===== src/rtl/link_pwr_pkg.sv =====
package link_pwr_pkg;
  localparam int NUM_SECT = 4;
  localparam int PD_W     = NUM_SECT + 1;
  localparam int LINK_BIT = NUM_SECT;

  typedef enum logic [1:0] {
    SECT_ADC = 2'd0,
    SECT_DAC = 2'd1,
    SECT_MIX = 2'd2,
    SECT_REF = 2'd3
  } sect_e;

  // link-off request is honoured only when every section is off in the same word
  function automatic logic link_req_ok(input logic [PD_W-1:0] w);
    return w[LINK_BIT] && (&w[NUM_SECT-1:0]);
  endfunction

  // a sync pulse is a valid wake when its measured width reaches the minimum
  function automatic logic sync_wide_enough(input int unsigned width, input int unsigned min_w);
    return width >= min_w;
  endfunction
endpackage


===== src/rtl/bitclk_gen.sv =====
module bitclk_gen #(
  parameter int CLK_DIV = 2
) (
  input  logic clk,
  input  logic rst_n,
  input  logic halt,
  output logic bitclk
);
  localparam int HALF  = CLK_DIV / 2;
  localparam int CNT_W = (HALF > 1) ? $clog2(HALF) : 1;

  logic [CNT_W-1:0] div_cnt;
  logic             bclk_q;
  logic             phase_end;

  assign phase_end = (div_cnt == CNT_W'(HALF - 1));

  always_ff @(posedge clk or negedge rst_n) begin
    if (!rst_n) begin
      div_cnt <= '0;
      bclk_q  <= 1'b0;
    end else if (halt) begin
      div_cnt <= '0;
      bclk_q  <= 1'b0;
    end else if (phase_end) begin
      div_cnt <= '0;
      bclk_q  <= ~bclk_q;
    end else begin
      div_cnt <= div_cnt + 1'b1;
    end
  end

  assign bitclk = bclk_q;

  // halted link keeps the bit clock low
  assert_halt_clk_low_R5: assert property (@(posedge clk) disable iff (!rst_n)
    halt |=> !bitclk);
endmodule


===== src/rtl/sync_wake_det.sv =====
module sync_wake_det #(
  parameter int MIN_SYNC_CYC = 25
) (
  input  logic clk,
  input  logic rst_n,
  input  logic halted,
  input  logic sync_in,
  output logic wake
);
  import link_pwr_pkg::*;
  localparam int CNT_W = $clog2(MIN_SYNC_CYC + 1);

  logic             sync_s1, sync_s2, sync_s3;
  logic [CNT_W-1:0] width_cnt;
  logic             sync_fall;
  logic             width_ok;
  logic             wake_q;

  assign sync_fall = sync_s3 && !sync_s2;
  assign width_ok  = sync_wide_enough(int'(width_cnt), MIN_SYNC_CYC);

  always_ff @(posedge clk or negedge rst_n) begin
    if (!rst_n) begin
      sync_s1 <= 1'b0;
      sync_s2 <= 1'b0;
      sync_s3 <= 1'b0;
    end else begin
      sync_s1 <= sync_in;
      sync_s2 <= sync_s1;
      sync_s3 <= sync_s2;
    end
  end

  // pulse width measured in crystal cycles, saturating at the threshold
  always_ff @(posedge clk or negedge rst_n) begin
    if (!rst_n) begin
      width_cnt <= '0;
    end else if (!halted || !sync_s2) begin
      width_cnt <= '0;
    end else if (!width_ok) begin
      width_cnt <= width_cnt + 1'b1;
    end
  end

  always_ff @(posedge clk or negedge rst_n) begin
    if (!rst_n) wake_q <= 1'b0;
    else        wake_q <= halted && sync_fall && width_ok;
  end

  assign wake = wake_q;

  assert_wake_needs_halt_R7: assert property (@(posedge clk) disable iff (!rst_n)
    wake |-> halted);
  assert_wake_needs_width_R8: assert property (@(posedge clk) disable iff (!rst_n)
    wake |-> $past(width_ok) && $past(sync_fall));
  assert_wake_single_R7: assert property (@(posedge clk) disable iff (!rst_n)
    wake |=> !wake);
endmodule


===== src/rtl/pd_reg_ctrl.sv =====
module pd_reg_ctrl
  import link_pwr_pkg::*;
(
  input  logic            clk,
  input  logic            rst_n,
  input  logic            wr,
  input  logic [PD_W-1:0] wdata,
  input  logic            frame_done,
  input  logic            wake,
  output logic [NUM_SECT-1:0] sect_q,
  output logic            link_pend,
  output logic            link_off
);
  logic pend_nxt;
  logic halt_now;

  assign pend_nxt = wr ? link_req_ok(wdata) : link_pend;
  assign halt_now = frame_done && pend_nxt;

  always_ff @(posedge clk or negedge rst_n) begin
    if (!rst_n) begin
      sect_q    <= '0;
      link_pend <= 1'b0;
      link_off  <= 1'b0;
    end else if (link_off) begin
      if (wake) link_off <= 1'b0;
    end else begin
      if (wr) sect_q <= wdata[NUM_SECT-1:0];
      link_pend <= halt_now ? 1'b0 : pend_nxt;
      if (halt_now) link_off <= 1'b1;
    end
  end

  assert_halt_all_off_R3: assert property (@(posedge clk) disable iff (!rst_n)
    $rose(link_off) |-> (&sect_q));
  assert_halt_at_frame_R4: assert property (@(posedge clk) disable iff (!rst_n)
    $rose(link_off) |-> $past(frame_done));
  assert_sleep_static_R6: assert property (@(posedge clk) disable iff (!rst_n)
    (link_off && !wake) |=> link_off && $stable(sect_q));
  assert_wake_keeps_sect_R7: assert property (@(posedge clk) disable iff (!rst_n)
    (link_off && wake) |=> !link_off && $stable(sect_q));
endmodule


===== src/rtl/link_pwr_ctrl.sv =====
module link_pwr_ctrl
  import link_pwr_pkg::*;
#(
  parameter int CLK_DIV      = 2,
  parameter int MIN_SYNC_CYC = 25
) (
  input  logic            xtal_clk,
  input  logic            resetb,
  input  logic            sync_in,
  input  logic            pd_wr,
  input  logic [PD_W-1:0] pd_wdata,
  input  logic            frame_done,
  output logic            bitclk,
  output logic [NUM_SECT-1:0] sect_off,
  output logic            link_off,
  output logic [PD_W-1:0] pd_rdata,
  output logic [PD_W-1:0] ready
);
  logic [NUM_SECT-1:0] sect_q;
  logic                link_pend;
  logic                link_off_q;
  logic                wake_evt;

  pd_reg_ctrl u_regs (
    .clk        (xtal_clk),
    .rst_n      (resetb),
    .wr         (pd_wr),
    .wdata      (pd_wdata),
    .frame_done (frame_done),
    .wake       (wake_evt),
    .sect_q     (sect_q),
    .link_pend  (link_pend),
    .link_off   (link_off_q)
  );

  sync_wake_det #(.MIN_SYNC_CYC(MIN_SYNC_CYC)) u_wake (
    .clk     (xtal_clk),
    .rst_n   (resetb),
    .halted  (link_off_q),
    .sync_in (sync_in),
    .wake    (wake_evt)
  );

  bitclk_gen #(.CLK_DIV(CLK_DIV)) u_clk (
    .clk    (xtal_clk),
    .rst_n  (resetb),
    .halt   (link_off_q),
    .bitclk (bitclk)
  );

  for (genvar i = 0; i < NUM_SECT; i++) begin : g_sect
    assign sect_off[i] = sect_q[i];
    assign ready[i]    = ~sect_q[i];
    assign pd_rdata[i] = sect_q[i];
  end

  assign link_off           = link_off_q;
  assign ready[LINK_BIT]    = ~link_off_q;
  assign pd_rdata[LINK_BIT] = link_pend | link_off_q;

  assert_pend_or_off_R4: assert property (@(posedge xtal_clk) disable iff (!resetb)
    !(link_pend && link_off_q));
endmodule


===== config.mk =====
export PLATFORM = sky130hd
export DESIGN_NAME = link_pwr_ctrl
export DESIGN_NICKNAME = d
export VERILOG_FILES = /design/src/rtl/link_pwr_pkg.sv /design/src/rtl/bitclk_gen.sv /design/src/rtl/sync_wake_det.sv /design/src/rtl/pd_reg_ctrl.sv /design/src/rtl/link_pwr_ctrl.sv
export SDC_FILE = /design/constraint.sdc
export NUM_CORES = 1
export LEC_CHECK = 0
export ABC_CLOCK_PERIOD_IN_PS = 2200
export BUFFER_PORTS_ARGS = -buffer_cell sky130_fd_sc_hd__clkbuf_2
export CORE_MARGIN = 3
export CORE_UTILIZATION = 45
export CTS_CLUSTER_DIAMETER = 80
export CTS_CLUSTER_SIZE = 20
export DETAILED_ROUTE_END_ITERATION = 16
export PLACE_DENSITY = 0.74
export SYNTH_ARGS = -nofsm -noshare
export SYNTH_HDL_FRONTEND = slang
export SYNTH_SLANG_ARGS = --single-unit
export TNS_END_PERCENT = 20

===== constraint.sdc =====
create_clock -name xtal_clk -period 2.2 [get_ports xtal_clk]
set_input_delay 0.33 -clock xtal_clk [delete_from_list [all_inputs] [get_ports xtal_clk]]
set_output_delay 0.33 -clock xtal_clk [all_outputs]
set_load 0.03 [all_outputs]

==> flow_summary.ini <==
[worst_setup_path]
path_cells = or2_2 -> clkbuf_2
rrSetupSlack_ps = 680
cp_slowest_stage_delay_ps = 510
worstSetupStartpointType = register
r2r-start = u_wake.width_cnt[0]$_DFFE_PN0P_
worstSetupPathType = register to primary output
cp_top_family = flip-flops
worst_path_max_delay_cell = dfrtp_1
critPathMaxFanout = 12
r2r-end = u_wake.width_cnt[2]$_DFFE_PN0P_
required_ps = 1870
crit_buf_inv = 1
arrival_ps = 1320
r2r.worst_path.cells = 4
crit_path_end_kind = primary output

[clock_network]
clkTransAtPathRegs_ps = 100
root_buffer = clkbuf_4
clkLatencyLatePin_ps = 280
cts_resized = 0
clk_path_buf_depth = 2
cts_tree = yes
clock-sinks = 16
numCtsBuffers = 3
htreeDepth = 1

[logic_synthesis]
async_reset_ff_frac = 1.000
yosysMostFrequentCell = dfrtp_1
synth_cells = 68
ys_types = 25
syn_nets = 80
synth.cell_area_um2 = 743.2
ys.flop_type = dfrtp_1
seq_area_frac_synth = 0.5387
synth_warnings = 0
synth_top_area_cell = dfrtp_1
ys_top_cells_by_count = dfrtp_1, inv_1, nor2_1
ys_ff_latch = 16
synth_top_area_frac = 0.5387
synth_edf_count = 0
ys_top_cells_by_area = dfrtp_1, mux2_2, buf_4
postSynthAreaPerCell_um2 = 10.93

[power_and_ir_drop]
irDropWorstVdd_mv = 0.4090
p_leak_nw = 0.4441
p_per_area_nw_per_um2 = 730.3

[timing]
worstMarginPinSlew_ps = 404.4
setup_viol = 0
period_minus_slack_ps = 1648
fmax_ghz = 0.6069
slew_headroom = 0.7304
period_share = 0.7489
fin_worst_skew_ps = 3.338
final_hold_viol_count = 0
rsz0062_at_grt = no
setup-tns-final_ps = 0
slew_violations = 0

[min_path]
hp-start = sync_in
worstHoldPathCells = 1
holdPathEnd = u_wake.sync_s1$_DFF_PN0_
min_path_type = input port to register

[placement]
place_congestion = 0.7584
io_buffer_count = 25
dp_hpwl_um = 1007
dp.cells = 103

[global_route]
antenna_found_initial = 0
grt_pass1_wl_um = 2290
grt_start_max_net_pins = 17
grt_use_total = 0.1542
grt_pass1_vias = 514
grt-ovfl-total = 0

[layout]
fin_nets = 105
drive_gt1_frac = 0.3913
instances_no_fill = 108
area_growth_pct = 19.53
register_area_um2 = 400.4
multi_input_area_um2 = 270.3
fillers = 148
n_antenna_cell = 0

[detailed_routing]
ant_nets = 0
routed_wl_um = 1389
drt-wirelength-per-cell_um = 12.86
drtIter0Drc = 5
viasPerCell = 5.167
drc = 0
firstDrtPassIters = 4
vias = 558

[die]
start_util = 0.4877
die_x_um = 46.64
die_h_um = 46.64
coreArea_um2 = 1524
rows = 14
io_pins = 26
die_area_um2 = 2175

[run_status]
run_status = complete, no violations

[run]
max_cap_viol_count = 0
layer usage:
layer  vias to the layer above  part of all wire  global-route usage
met5                         -                 0                   0
met4                         0            0.0058             0.03315
met3                         2             0.058             0.05859
met2                        15              0.50              0.2857
met1                       260              0.43              0.1638
li1                        281                 -                   -
how the worst max path moves through the flow:
stage,start,end,slack (ps),cells past startpoint
floorplan,u_wake.width_cnt[0]$_DFFE_PN0P_,u_wake.width_cnt[2]$_DFFE_PN0P_,780,4
global placement,u_wake.width_cnt[0]$_DFFE_PN0P_,u_wake.width_cnt[2]$_DFFE_PN0P_,740,4
detailed placement,u_wake.width_cnt[0]$_DFFE_PN0P_,u_wake.width_cnt[2]$_DFFE_PN0P_,670,4
CTS,u_regs.link_off$_DFF_PN0_,pd_rdata[4],520,2
global route,u_regs.link_off$_DFF_PN0_,pd_rdata[4],470,2
finish,u_regs.link_off$_DFF_PN0_,pd_rdata[4],550,2
timing repair:
item | in CTS | in global routing
endpoints found under the hold margin | 16 | 0
setup endpoints to repair | 0 | 0
hold buffers | 1 | 0
setup buffers | 0 | 0
through the flow:
step	total power [mW]	worst slack, ps	utilization	cell area, µm²	hold WS, ps
after floorplan	0.4232	779.7	-	743.2	34.41
after global placement	0.4600	736.5	0.5525	842.1	268.3
after detailed placement	0.4618	672.3	0.5525	842.1	274.7
after CTS	0.6607	517.6	0.5829	888.4	134.6
after global routing	0.6815	466.0	0.5829	888.4	123.6
final	0.6488	552.3	0.5829	888.4	148.4
area by class of cell:
cell class | instances | area share
Inverter | 7 | 0.02958
Multi-Input combinational cell | 39 | 0.3042
Timing Repair Buffer | 26 | 0.1521
Sequential cell | 16 | 0.4507
Clock buffer | 4 | 0.04085
Tap cell | 16 | 0.02254
state kept, by name, indices dropped and copies added, names as in the netlist:
register,count
u_regs.link_pend,1
u_wake.sync_s1,1
u_regs.sect_q,4
u_wake.wake,1
u_clk.bitclk,1
u_wake.sync_s2,1
u_wake.sync_s3,1
u_wake.width_cnt,5
u_regs.link_off,1
power breakdown:
group	internal [mW]	switching, mW	leakage [nW]	total [mW]
sequential	0.311	0.0117	0.204	0.322
combinational	0.0388	0.0940	0.219	0.133
clock	0.101	0.0929	0.0210	0.194
total	0.450	0.199	0.444	0.649
worst reg2reg max path: stages (launching register included):
cell     delay (ps)
dfrtp_1         490
ha_1            290
nor4_4          330
nor3_1          100
nor4_2          240
cells by family (layout without fill, tap and decap cells):
| group | Yosys count | in the layout | share of synthesized area |
|---|---|---|---|
| muxes | 4 | 4 | 0.06060 |
| DFF | 16 | 16 | 0.5387 |
| AOI/OAI and AO/OA | 9 | 9 | 0.07913 |
| buffers and inverters | 13 | 37 | 0.09764 |
| adders and majority gates | 2 | 2 | 0.03366 |
| and+or+nand+nor | 24 | 24 | 0.1902 |
cells in the final DEF, fill, tap and decap left out, drive strengths merged, types with 2 or more instances in the layout:
| master | n |
|---|---|
| nand3 | 3 |
| a21oi | 2 |
| ha | 2 |
| clkbuf | 29 |
| a31oi | 2 |
| nor4 | 3 |
| nand2 | 4 |
| nor3 | 4 |
| inv | 7 |
| dfrtp | 16 |
| nor2 | 6 |
| mux2 | 4 |
Power figures use the tool's default switching activity.
